--- src/rtl/lcd_seq_pkg.sv ---
package lcd_seq_pkg;

   typedef enum logic [2:0] {
      PH_IDLE,
      PH_SETUP,
      PH_STROBE,
      PH_HOLD,
      PH_GAP
   } bus_phase_t;

   typedef enum logic [1:0] {
      HS_IDLE,
      HS_WRITE,
      HS_FIN
   } hs_state_t;

   localparam int unsigned SCRIPT_LEN = 4;

   localparam logic [7:0] CMD_FUNC_SET  = 8'h33;
   localparam logic [7:0] CMD_DISP_ON   = 8'h0C;
   localparam logic [7:0] CMD_ENTRY     = 8'h06;
   localparam logic [7:0] CMD_CLEAR     = 8'h01;

endpackage

--- src/rtl/lcd_init_rom.sv ---
module lcd_init_rom
   import lcd_seq_pkg::*;
#(
   parameter int unsigned IDX_W = 3
) (
   input  logic [IDX_W-1:0] idx,
   output logic [7:0]       cmd
);

   generate
      if (IDX_W < 2) begin : g_bad_idx
         $error("lcd_init_rom: IDX_W too narrow for the script");
      end
   endgenerate

   always_comb begin
      unique case (idx)
         IDX_W'(0): cmd = CMD_FUNC_SET;
         IDX_W'(1): cmd = CMD_DISP_ON;
         IDX_W'(2): cmd = CMD_ENTRY;
         IDX_W'(3): cmd = CMD_CLEAR;
         default:   cmd = 8'h00;
      endcase
   end

endmodule

--- src/rtl/lcd_strobe_engine.sv ---
module lcd_strobe_engine
   import lcd_seq_pkg::*;
#(
   parameter int unsigned DB_W      = 8,
   parameter int unsigned SETUP_CYC = 2,
   parameter int unsigned EN_CYC    = 3,
   parameter int unsigned HOLD_CYC  = 2,
   parameter int unsigned GAP_CYC   = 4
) (
   input  logic            clk,
   input  logic            rst_n,
   input  logic            start,
   input  logic            start_rs,
   input  logic [DB_W-1:0] start_db,
   output logic            idle,
   output logic            done,
   output logic            lcd_en,
   output logic            lcd_rs,
   output logic [DB_W-1:0] lcd_db
);

   localparam int unsigned MAX_AB  = (SETUP_CYC > EN_CYC) ? SETUP_CYC : EN_CYC;
   localparam int unsigned MAX_CD  = (HOLD_CYC > GAP_CYC) ? HOLD_CYC : GAP_CYC;
   localparam int unsigned MAX_CYC = (MAX_AB > MAX_CD) ? MAX_AB : MAX_CD;
   localparam int unsigned CNT_W   = (MAX_CYC < 2) ? 1 : $clog2(MAX_CYC);

   generate
      if (SETUP_CYC < 1) begin : g_bad_setup
         $error("lcd_strobe_engine: SETUP_CYC must be at least 1");
      end
      if (EN_CYC < 1) begin : g_bad_en
         $error("lcd_strobe_engine: EN_CYC must be at least 1");
      end
      if (HOLD_CYC < 1) begin : g_bad_hold
         $error("lcd_strobe_engine: HOLD_CYC must be at least 1");
      end
      if (GAP_CYC < 1) begin : g_bad_gap
         $error("lcd_strobe_engine: GAP_CYC must be at least 1");
      end
   endgenerate

   bus_phase_t       phase_q, phase_d;
   logic [CNT_W-1:0] cnt_q, cnt_d;
   logic             last;

   assign last = (cnt_q == '0);

   always_comb begin
      phase_d = phase_q;
      cnt_d   = cnt_q;
      unique case (phase_q)
         PH_IDLE: begin
            if (start) begin
               phase_d = PH_SETUP;
               cnt_d   = CNT_W'(SETUP_CYC - 1);
            end
         end
         PH_SETUP: begin
            if (last) begin
               phase_d = PH_STROBE;
               cnt_d   = CNT_W'(EN_CYC - 1);
            end else begin
               cnt_d = cnt_q - 1'b1;
            end
         end
         PH_STROBE: begin
            if (last) begin
               phase_d = PH_HOLD;
               cnt_d   = CNT_W'(HOLD_CYC - 1);
            end else begin
               cnt_d = cnt_q - 1'b1;
            end
         end
         PH_HOLD: begin
            if (last) begin
               phase_d = PH_GAP;
               cnt_d   = CNT_W'(GAP_CYC - 1);
            end else begin
               cnt_d = cnt_q - 1'b1;
            end
         end
         PH_GAP: begin
            if (last) begin
               phase_d = PH_IDLE;
               cnt_d   = '0;
            end else begin
               cnt_d = cnt_q - 1'b1;
            end
         end
         default: begin
            phase_d = PH_IDLE;
            cnt_d   = '0;
         end
      endcase
   end

   always_ff @(posedge clk or negedge rst_n) begin
      if (!rst_n) begin
         phase_q <= PH_IDLE;
         cnt_q   <= '0;
         lcd_en  <= 1'b0;
         lcd_rs  <= 1'b0;
         lcd_db  <= '0;
      end else begin
         phase_q <= phase_d;
         cnt_q   <= cnt_d;
         lcd_en  <= (phase_d == PH_STROBE);
         if (phase_q == PH_IDLE && start) begin
            lcd_rs <= start_rs;
            lcd_db <= start_db;
         end
      end
   end

   assign idle = (phase_q == PH_IDLE);
   assign done = (phase_q == PH_GAP) && last;

   assert_setup_stable_R4: assert property (@(posedge clk) disable iff (!rst_n)
      $rose(lcd_en) |-> $stable({lcd_rs, lcd_db}));

   assert_strobe_stable_R5: assert property (@(posedge clk) disable iff (!rst_n)
      (lcd_en && $past(lcd_en)) |-> $stable({lcd_rs, lcd_db}));

   assert_hold_stable_R6: assert property (@(posedge clk) disable iff (!rst_n)
      $fell(lcd_en) |-> $stable({lcd_rs, lcd_db}));

   assert_start_when_idle_R10: assert property (@(posedge clk) disable iff (!rst_n)
      (start && !idle) |=> $stable({lcd_rs, lcd_db}));

endmodule

--- src/rtl/lcd_req_ack.sv ---
module lcd_req_ack
   import lcd_seq_pkg::*;
(
   input  logic clk,
   input  logic rst_n,
   input  logic req,
   input  logic ready,
   input  logic eng_idle,
   input  logic eng_done,
   output logic accept,
   output logic ack
);

   hs_state_t hs_q, hs_d;

   assign accept = (hs_q == HS_IDLE) && ready && req && eng_idle;

   always_comb begin
      hs_d = hs_q;
      unique case (hs_q)
         HS_IDLE:  if (accept)   hs_d = HS_WRITE;
         HS_WRITE: if (eng_done) hs_d = HS_FIN;
         HS_FIN:   if (!req)     hs_d = HS_IDLE;
         default:                hs_d = HS_IDLE;
      endcase
   end

   always_ff @(posedge clk or negedge rst_n) begin
      if (!rst_n) begin
         hs_q <= HS_IDLE;
         ack  <= 1'b0;
      end else begin
         hs_q <= hs_d;
         ack  <= (hs_d != HS_IDLE);
      end
   end

   assert_ack_needs_ready_R7: assert property (@(posedge clk) disable iff (!rst_n)
      $rose(ack) |-> $past(ready));

   assert_ack_rise_on_req_R8: assert property (@(posedge clk) disable iff (!rst_n)
      $rose(ack) |-> $past(req));

   assert_ack_fall_after_req_R8: assert property (@(posedge clk) disable iff (!rst_n)
      $fell(ack) |-> !$past(req));

endmodule

--- src/rtl/charlcd_seq.sv ---
module charlcd_seq
   import lcd_seq_pkg::*;
#(
   parameter int unsigned SETUP_CYC = 2,
   parameter int unsigned EN_CYC    = 3,
   parameter int unsigned HOLD_CYC  = 2,
   parameter int unsigned GAP_CYC   = 4
) (
   input  logic       clk,
   input  logic       rst_n,
   input  logic       in_req,
   input  logic [7:0] in_data,
   output logic       in_ack,
   output logic       ready,
   output logic [7:0] lcd_db,
   output logic       lcd_rs,
   output logic       lcd_en
);

   localparam int unsigned DB_W  = 8;
   localparam int unsigned IDX_W = $clog2(SCRIPT_LEN + 1);

   logic [IDX_W-1:0] step_q;
   logic             run_q;
   logic [7:0]       rom_cmd;
   logic             eng_idle, eng_done, eng_start;
   logic             init_start, accept;
   logic [DB_W-1:0]  eng_db;

   assign ready = (step_q == IDX_W'(SCRIPT_LEN));

   always_ff @(posedge clk or negedge rst_n) begin
      if (!rst_n) begin
         step_q <= '0;
         run_q  <= 1'b0;
      end else begin
         run_q <= 1'b1;
         if (eng_done && !ready) begin
            step_q <= step_q + 1'b1;
         end
      end
   end

   lcd_init_rom #(
      .IDX_W (IDX_W)
   ) u_rom (
      .idx (step_q),
      .cmd (rom_cmd)
   );

   lcd_req_ack u_hs (
      .clk      (clk),
      .rst_n    (rst_n),
      .req      (in_req),
      .ready    (ready),
      .eng_idle (eng_idle),
      .eng_done (eng_done),
      .accept   (accept),
      .ack      (in_ack)
   );

   assign init_start = run_q && !ready && eng_idle;
   assign eng_start  = init_start || accept;
   assign eng_db     = ready ? in_data : rom_cmd;

   lcd_strobe_engine #(
      .DB_W      (DB_W),
      .SETUP_CYC (SETUP_CYC),
      .EN_CYC    (EN_CYC),
      .HOLD_CYC  (HOLD_CYC),
      .GAP_CYC   (GAP_CYC)
   ) u_eng (
      .clk      (clk),
      .rst_n    (rst_n),
      .start    (eng_start),
      .start_rs (ready),
      .start_db (eng_db),
      .idle     (eng_idle),
      .done     (eng_done),
      .lcd_en   (lcd_en),
      .lcd_rs   (lcd_rs),
      .lcd_db   (lcd_db)
   );

   always_comb begin
      if (!rst_n) begin
         assert_quiet_in_reset_R1: assert (!lcd_en && !in_ack);
      end
   end

   assert_cmd_rs_low_R2: assert property (@(posedge clk) disable iff (!rst_n)
      (lcd_en && !ready) |-> !lcd_rs);

   assert_ready_sticky_R3: assert property (@(posedge clk) disable iff (!rst_n)
      ready |=> ready);

   assert_char_rs_high_R7: assert property (@(posedge clk) disable iff (!rst_n)
      (lcd_en && ready) |-> lcd_rs);

endmodule

--- config.mk ---
export PLATFORM = sky130hd
export DESIGN_NAME = charlcd_seq
export DESIGN_NICKNAME = d
export VERILOG_FILES = /design/src/rtl/lcd_seq_pkg.sv /design/src/rtl/lcd_init_rom.sv /design/src/rtl/lcd_strobe_engine.sv /design/src/rtl/lcd_req_ack.sv /design/src/rtl/charlcd_seq.sv
export SDC_FILE = /design/constraint.sdc
export NUM_CORES = 1
export LEC_CHECK = 0
export BUFFER_PORTS_ARGS = -buffer_cell sky130_fd_sc_hd__buf_2
export CAP_MARGIN = 15
export CORE_ASPECT_RATIO = 1.75
export CORE_MARGIN = 2
export CORE_UTILIZATION = 45
export DETAILED_ROUTE_END_ITERATION = 6
export GPL_ROUTABILITY_DRIVEN = 0
export HOLD_SLACK_MARGIN = 0.08
export PLACE_DENSITY = 0.75
export SKIP_LAST_GASP = 1
export SYNTH_ARGS = -nofsm -noshare
export SYNTH_HDL_FRONTEND = slang
export SYNTH_HIERARCHICAL = 1
export SYNTH_SLANG_ARGS = --single-unit
--- constraint.sdc ---
create_clock -name clk -period 3.5 [get_ports clk]
set_clock_uncertainty 0.2 [all_clocks]
set_input_delay 0 -clock clk [delete_from_list [all_inputs] [get_ports clk]]
set_output_delay 0 -clock clk [all_outputs]
set_load 0.005 [all_outputs]
==> results_dict.tcl, run 1 <==
set metrics [dict create \
    outcome "finished, final reports clean" \
    first_global_vias 948 \
    ys_types 35 \
    ir_worst_vdd_mv 0.397 \
    insertion_delay_ps 260 \
    synth_area_leader_cell "dfrtp_1" \
    p_clk_frac 0.161 \
    fin_area_mm2 0.00152 \
    drt_iter0_drc 19 \
    rows 25 \
    initial_core_util 0.466 \
    p_int_uw 722 \
    synth_top_area_frac 0.439 \
    netlist_instances 110 \
    area_growth_syn_to_layout_pct 21.6 \
    p_total_uw 1120 \
    cp-start-kind "flip-flop" \
    switching_share 0.357 \
    tns_ps 0 \
    ctsResizeCount 0 \
    viasPerCell 5.27 \
    finalHoldViolCount 0 \
    seq_power_share 0.406 \
    clk_path_buf_depth 2 \
    grt.overflow.total 0 \
    crit_path_frequent_cell "inv_1" \
    crit_chain "inv_1 -> ha_1 -> nand2_4 -> inv_1 -> nand4b_4 -> nor2_1 -> a31o_2 -> nor4b_4 -> mux2_2" \
    drive_above_1_share 0.359 \
    place_hpwl_um 1720 \
    ys_dominant_reg_cell "dfrtp_1" \
    ys_ff_latch 22 \
    critical_path_arrival_ps 2710 \
    cts_tree "built" \
    setup_viol 0 \
    grt_max_degree 23 \
    syn_area_per_cell_um2 11.4 \
    synth_warnings 6 \
    coreArea_mm2 0.00269 \
    diodes 0 \
    slew_violations 0 \
    cts_buffers 3 \
    path_class "reg2reg" \
    synth.area.top_cells "dfrtp_1 (44%), mux2_2 (17%), ha_1 (5.0%)" \
    p_per_area_mw_per_mm2 737 \
    slew_headroom 0.345 \
    r2r_cells 9 \
    power.leakage_uw 0.000744 \
    rsz0062_at_grt "no" \
    worstMarginPinSlew_ps 980 \
    cts_htree_levels 1 \
    clk_pin_slew_ps 80 \
    antenna_found_initial 0 \
    drt_wl_total_um 2320 \
    worst_setup_path_end_kind "flip-flop" \
    dr.pass1.iters 4 \
    vias 890 \
    fin_crit_sh 0.790 \
    io_pins 23 \
    seq_area_frac_synth 0.439 \
    clock-root-buffer "clkbuf_8" \
    slowest_stage "nor4b_4" \
    finish.utilization 0.567 \
    max_stage_delay_ps 520 \
    min_path_cells 1 \
    p_comb_frac 0.433 \
    grt_pass1_wl_um 3840 \
    die-area_mm2 0.00324 \
    detail-route-antenna-nets 0 \
    clkSinkCount 22 \
    die_w_um 43.9 \
    place_area_mm2 0.00136 \
    drc 0 \
    syn_area_mm2 0.00125 \
    clock.fmax_ghz 0.362 \
    synth_edf_count 0 \
    p_sw_uw 401 \
    fp.dieH_um 73.8 \
    ff2ff_setup_slack_ps 730 \
    fin_ws_ps 735 \
    maxCapViolCount 0 \
    pre_cts_ws_ps 739 \
    port_buffers 22 \
    synthArstFlopShare 1.00 \
    post-route-min-period_ps 2770 \
    wire_per_inst_um 13.7 \
    hold_class "reg2reg" \
    final_net_count 159 \
    grt_usage 0.157 \
    cp_max_fo 10 \
    worstPathRequired_ps 3450 \
]
critical path: cells and delay by family (launching register included):
kind	cells	cell delay, ps
adders and majority gates	1	270
DFF	1	440
and+or+nand+nor	4	880
muxes	1	410
AOI/OAI and AO/OA	1	150
buffers and inverters	2	300
flip-flops by register name, summed over array words and instances (netlist names):
name	count
u_hs/hs_q	2
u_eng/lcd_en	1
u_hs/ack	1
u_eng/phase_q	3
run_q	1
u_eng/lcd_db	8
u_eng/cnt_q	2
step_q	3
u_eng/lcd_rs	1
power by group through the flow:
stage / logic [uW] / clock network, uW / registers [uW]
after floorplan: 409 / 0 / 417
after global placement: 462 / 0 / 455
after detailed placement: 481 / 0 / 461
after CTS: 492 / 184 / 456
after global routing: 550 / 190 / 472
final: 487 / 180 / 456
final cells by class:
| type | count | area [um2] |
|---|---|---|
| inverters | 8 | 30.0 |
| well taps | 27 | 33.8 |
| fillers | 231 | 1170 |
| clock buffers | 4 | 55.1 |
| repair buffers | 33 | 220 |
| multi-input cells | 75 | 634 |
| flip-flops and latches | 22 | 551 |
cell usage in the layout, fill, tap and decap left out:
cell type,instances
and3_1,1
o32ai_1,1
nand2b_1,3
mux2_2,19
or2b_1,2
xnor2_1,3
inv_1,8
nor4b_4,1
xor2_1,1
a31o_2,1
conb_1,3
nor2_1,6
nor2b_4,1
nand3b_1,2
o21ai_0,2
o21ai_1,1
ha_1,5
nor3_1,2
nand4b_4,1
nand2_1,3
buf_2,22
nand2_4,1
clkbuf_8,4
nor4b_1,1
nor3b_1,1
dfrtp_1,22
o22ai_1,1
a31oi_1,3
o2bb2ai_1,1
a21boi_2,1
o22a_1,1
a21oi_1,5
dlygate4sd3_1,11
nor2b_1,2
metal layers:
layer | wire (um) | track usage | part of all wire | up-vias
met3 | 52 | 0.0147 | 0.022 | 6
met2 | 1280 | 0.299 | 0.55 | 17
li1 | - | - | - | 441
met4 | 50 | 0.0842 | 0.022 | 0
met1 | 935 | 0.158 | 0.40 | 426
met5 | 0 | 0 | 0 | -
synthesized netlist by cell type, drive strengths merged (2+ instances only):
cell type and count:
dfrtp 22, mux2 19, inv 8, nor2 6
a21oi 5, buf 5, ha 5, nand2 4
a31oi 3, nand2b 3, nor2b 3, o21ai 3
xnor2 3, conb 2, nand3b 2, nor3 2
nor4b 2, or2b 2
path summary, 6_finish.rpt:
kind	startpoint	to
hold / removal	u_eng/lcd_db[5]	u_eng/lcd_db[5]
hold reg to reg	u_eng/lcd_db[5]	u_eng/lcd_db[5]
max in group asynchronous	rst_n	step_q[2]
min in group asynchronous	rst_n	u_eng/phase_q[1]
setup / recovery	step_q[0]	u_eng/lcd_db[7]
setup reg to reg	step_q[0]	u_eng/lcd_db[7]
kinds of logic (layout without fill, tap and decap cells):
logic type / Yosys count / in the layout / share of synthesized area
and+or+nand+nor: 27 / 27 / 0.160
DFF: 22 / 22 / 0.439
muxes: 19 / 19 / 0.171
AOI/OAI and AO/OA: 17 / 17 / 0.0888
buffers and inverters: 14 / 45 / 0.0579
adders and majority gates: 5 / 5 / 0.0499
xor gates and xnor gates: 4 / 4 / 0.0279
other: 2 / 3 / 0.00599
metrics by stage:
step,cells,hold slack [ps]
4_1_cts,169,313
3_3_place_gp,154,-219
6_report,169,309
5_1_grt,169,318
3_5_place_dp,154,-208
2_1_floorplan,111,-496
repair_timing:
item,4_1_cts,5_1_grt
hold buffers,11,0
hold endpoints to repair,33,0
buffers inserted,0,0
(Power assumes the default switching activity.)
==> run 2: changes to the inputs <==
--- a/config.mk
+++ b/config.mk
@@ -13,7 +13,7 @@
 export DETAILED_ROUTE_END_ITERATION = 6
 export GPL_ROUTABILITY_DRIVEN = 0
 export HOLD_SLACK_MARGIN = 0.08
-export PLACE_DENSITY = 0.75
+export PLACE_DENSITY = 0.77
 export SKIP_LAST_GASP = 1
 export SYNTH_ARGS = -nofsm -noshare
 export SYNTH_HDL_FRONTEND = slang
==> constraint.sdc (replaced) <==
create_clock -name clk -period 2.3 [get_ports clk]
set_clock_uncertainty 0.2 [all_clocks]
set_input_delay 0 -clock clk [delete_from_list [all_inputs] [get_ports clk]]
set_output_delay 0 -clock clk [all_outputs]
set_load 0.005 [all_outputs]
==> run 2 against run 1 <==
Against the previous run:
- worst setup slack worse by 640 ps
- die area unchanged
- combinational power up 110%
- wire length up 18%
- critical path depth up 1
- critical endpoint is now u_eng/lcd_db[4]
- flip-flop and latch count unchanged
- global-route usage up 2.5 points
- worst hold slack worse by 6.0 ps
- highest routed layer unchanged
- power up 76%
- core utilization up 4.8 points
- first-iteration DRC count up 32%
- sequential power up 37%
==> results_dict.tcl, run 2 (synthesis gave the netlist of run 1 again) <==
set metrics [dict create \
    outcome "finished, final reports clean" \
    fin_ws_ps 92.7 \
    grt_pass1_wl_um 4360 \
    die_w_um 43.9 \
    maxCapViolCount 0 \
    worst_setup_path_end_kind "flip-flop" \
    path_class "reg2reg" \
    diodes 0 \
    top_register "u_eng/lcd_db" \
    clk_pin_slew_ps 80 \
    worstMarginPinSlew_ps 983 \
    largest_reg_flops 8 \
    cts_tree "built" \
    place_hpwl_um 1910 \
    crit_start "step_q[1]" \
    critPathTopFamily "simple AND/OR/NAND/NOR gates" \
    clock-root-buffer "clkbuf_8" \
    drt_iter0_drc 25 \
    wire_per_inst_um 15.2 \
    slew_violations 0 \
    clk_path_buf_depth 2 \
    grt_usage 0.181 \
    hold_class "reg2reg" \
    viasPerCell 5.41 \
    initial_core_util 0.466 \
    slowest_stage "dfrtp_1" \
    cp_num_buf_inv 3 \
    dr.pass1.iters 5 \
    coreArea_mm2 0.00269 \
    tns_ps 0 \
    port_buffers 22 \
    finalHoldViolCount 0 \
    critical_path_arrival_ps 2150 \
    ir_worst_vdd_mv 0.660 \
    first_global_vias 988 \
    fin_area_mm2 0.00165 \
    clock.fmax_ghz 0.453 \
    r2r_cells 10 \
    seq_power_share 0.316 \
    cts_htree_levels 1 \
    cp-start-kind "flip-flop" \
    cts_buffers 3 \
    rsz0062_at_grt "no" \
    slew_headroom 0.343 \
    final_net_count 170 \
    fin_crit_sh 0.960 \
    clkSinkCount 22 \
    cp_max_fo 4 \
    drc 0 \
    grt.overflow.total 0 \
    max_stage_delay_ps 410 \
    crit_chain "inv_2 -> ha_4 -> nand2_4 -> inv_4 -> nand4b_4 -> nor2_1 -> a31o_2 -> nor4b_4 -> buf_4 -> mux2_2" \
    area_growth_syn_to_layout_pct 31.8 \
    drt_wl_total_um 2740 \
    switching_share 0.346 \
    r2r-start "step_q[1]" \
    post-route-min-period_ps 2210 \
    worstSetupPathDepth 10 \
    vias 974 \
    insertion_delay_ps 260 \
    rr_endpoint "u_eng/lcd_db[4]" \
    pre_cts_ws_ps 98.7 \
    p_per_area_mw_per_mm2 1190 \
    setup_viol 0 \
    ff2ff_setup_slack_ps 90 \
    rows 25 \
    top_regs "u_eng/lcd_db: 8 flops, step_q: 3 flops, u_eng/phase_q: 3 flops" \
    grt_max_degree 23 \
    p_int_uw 1290 \
    p_comb_frac 0.506 \
    antenna_found_initial 0 \
    p_sw_uw 683 \
    drive_above_1_share 0.438 \
    layout_common_cells "buf_2 (22), dfrtp_1 (22), mux2_2 (19)" \
    io_pins 23 \
    die-area_mm2 0.00324 \
    place_area_mm2 0.00145 \
    power.leakage_uw 0.000805 \
    detail-route-antenna-nets 0 \
    crit_path_end "u_eng/lcd_db[4]" \
    fill_cells 210 \
    worstPathRequired_ps 2240 \
    fp.dieH_um 73.8 \
    p_clk_frac 0.178 \
]
==> run 2: final cells by class <==
type	instances	area, um2	share of cell area
timing repair buffer	44	307	0.185
multi-input combinational	75	658	0.398
clock buffer	3	41.3	0.0250
sequential	22	551	0.333
inverter	8	32.5	0.0197
clock inverter	1	30.0	0.0182
tap	27	33.8	0.0204
==> run 2: stage by stage <==
stage / utilization / power (uW) / instances / hold WS [ps]
after floorplan: - / 1300 / 111 / -496
after global placement: 0.540 / 1510 / 163 / -220
after detailed placement: 0.540 / 1580 / 163 / -211
after CTS: 0.607 / 1960 / 178 / 309
after global routing: 0.614 / 2120 / 180 / 325
final: 0.614 / 1970 / 180 / 303
==> run 2: power by group through the flow <==
stage	clock (uW)	sequential, uW	combinational (uW)
after floorplan	0	636	662
after global placement	0	614	896
after detailed placement	0	626	955
after CTS	360	620	976
after global routing	378	639	1100
final	351	624	999
==> run 2: routing by layer <==
metal,up-vias,GRT usage,share of wire
met3,4,0.0246,0.042
met5,-,0,0
met1,476,0.181,0.36
li1,460,-,-
met4,0,0.0606,0.011
met2,34,0.361,0.59
==> run 2: worst min path at each step <==
stage | from | end | slack, ps | cells after the start
final | u_eng/lcd_db[2] | u_eng/lcd_db[2] | 300 | 1
after global placement | rst_n | step_q[2] | -220 | 1
after CTS | u_eng/lcd_db[2] | u_eng/lcd_db[2] | 310 | 1
after detailed placement | rst_n | step_q[0] | -210 | 1
after global routing | u_eng/lcd_db[2] | u_eng/lcd_db[2] | 320 | 1
after floorplan | rst_n | run_q | -500 | 0
==> run 2: repair_timing <==
item / CTS / global route
hold buffers: 11 / 0
endpoints found under the hold margin: 33 / 0
setup endpoints to repair: 0 / 9
setup buffers: 0 / 1
gates resized for setup: 0 / 3
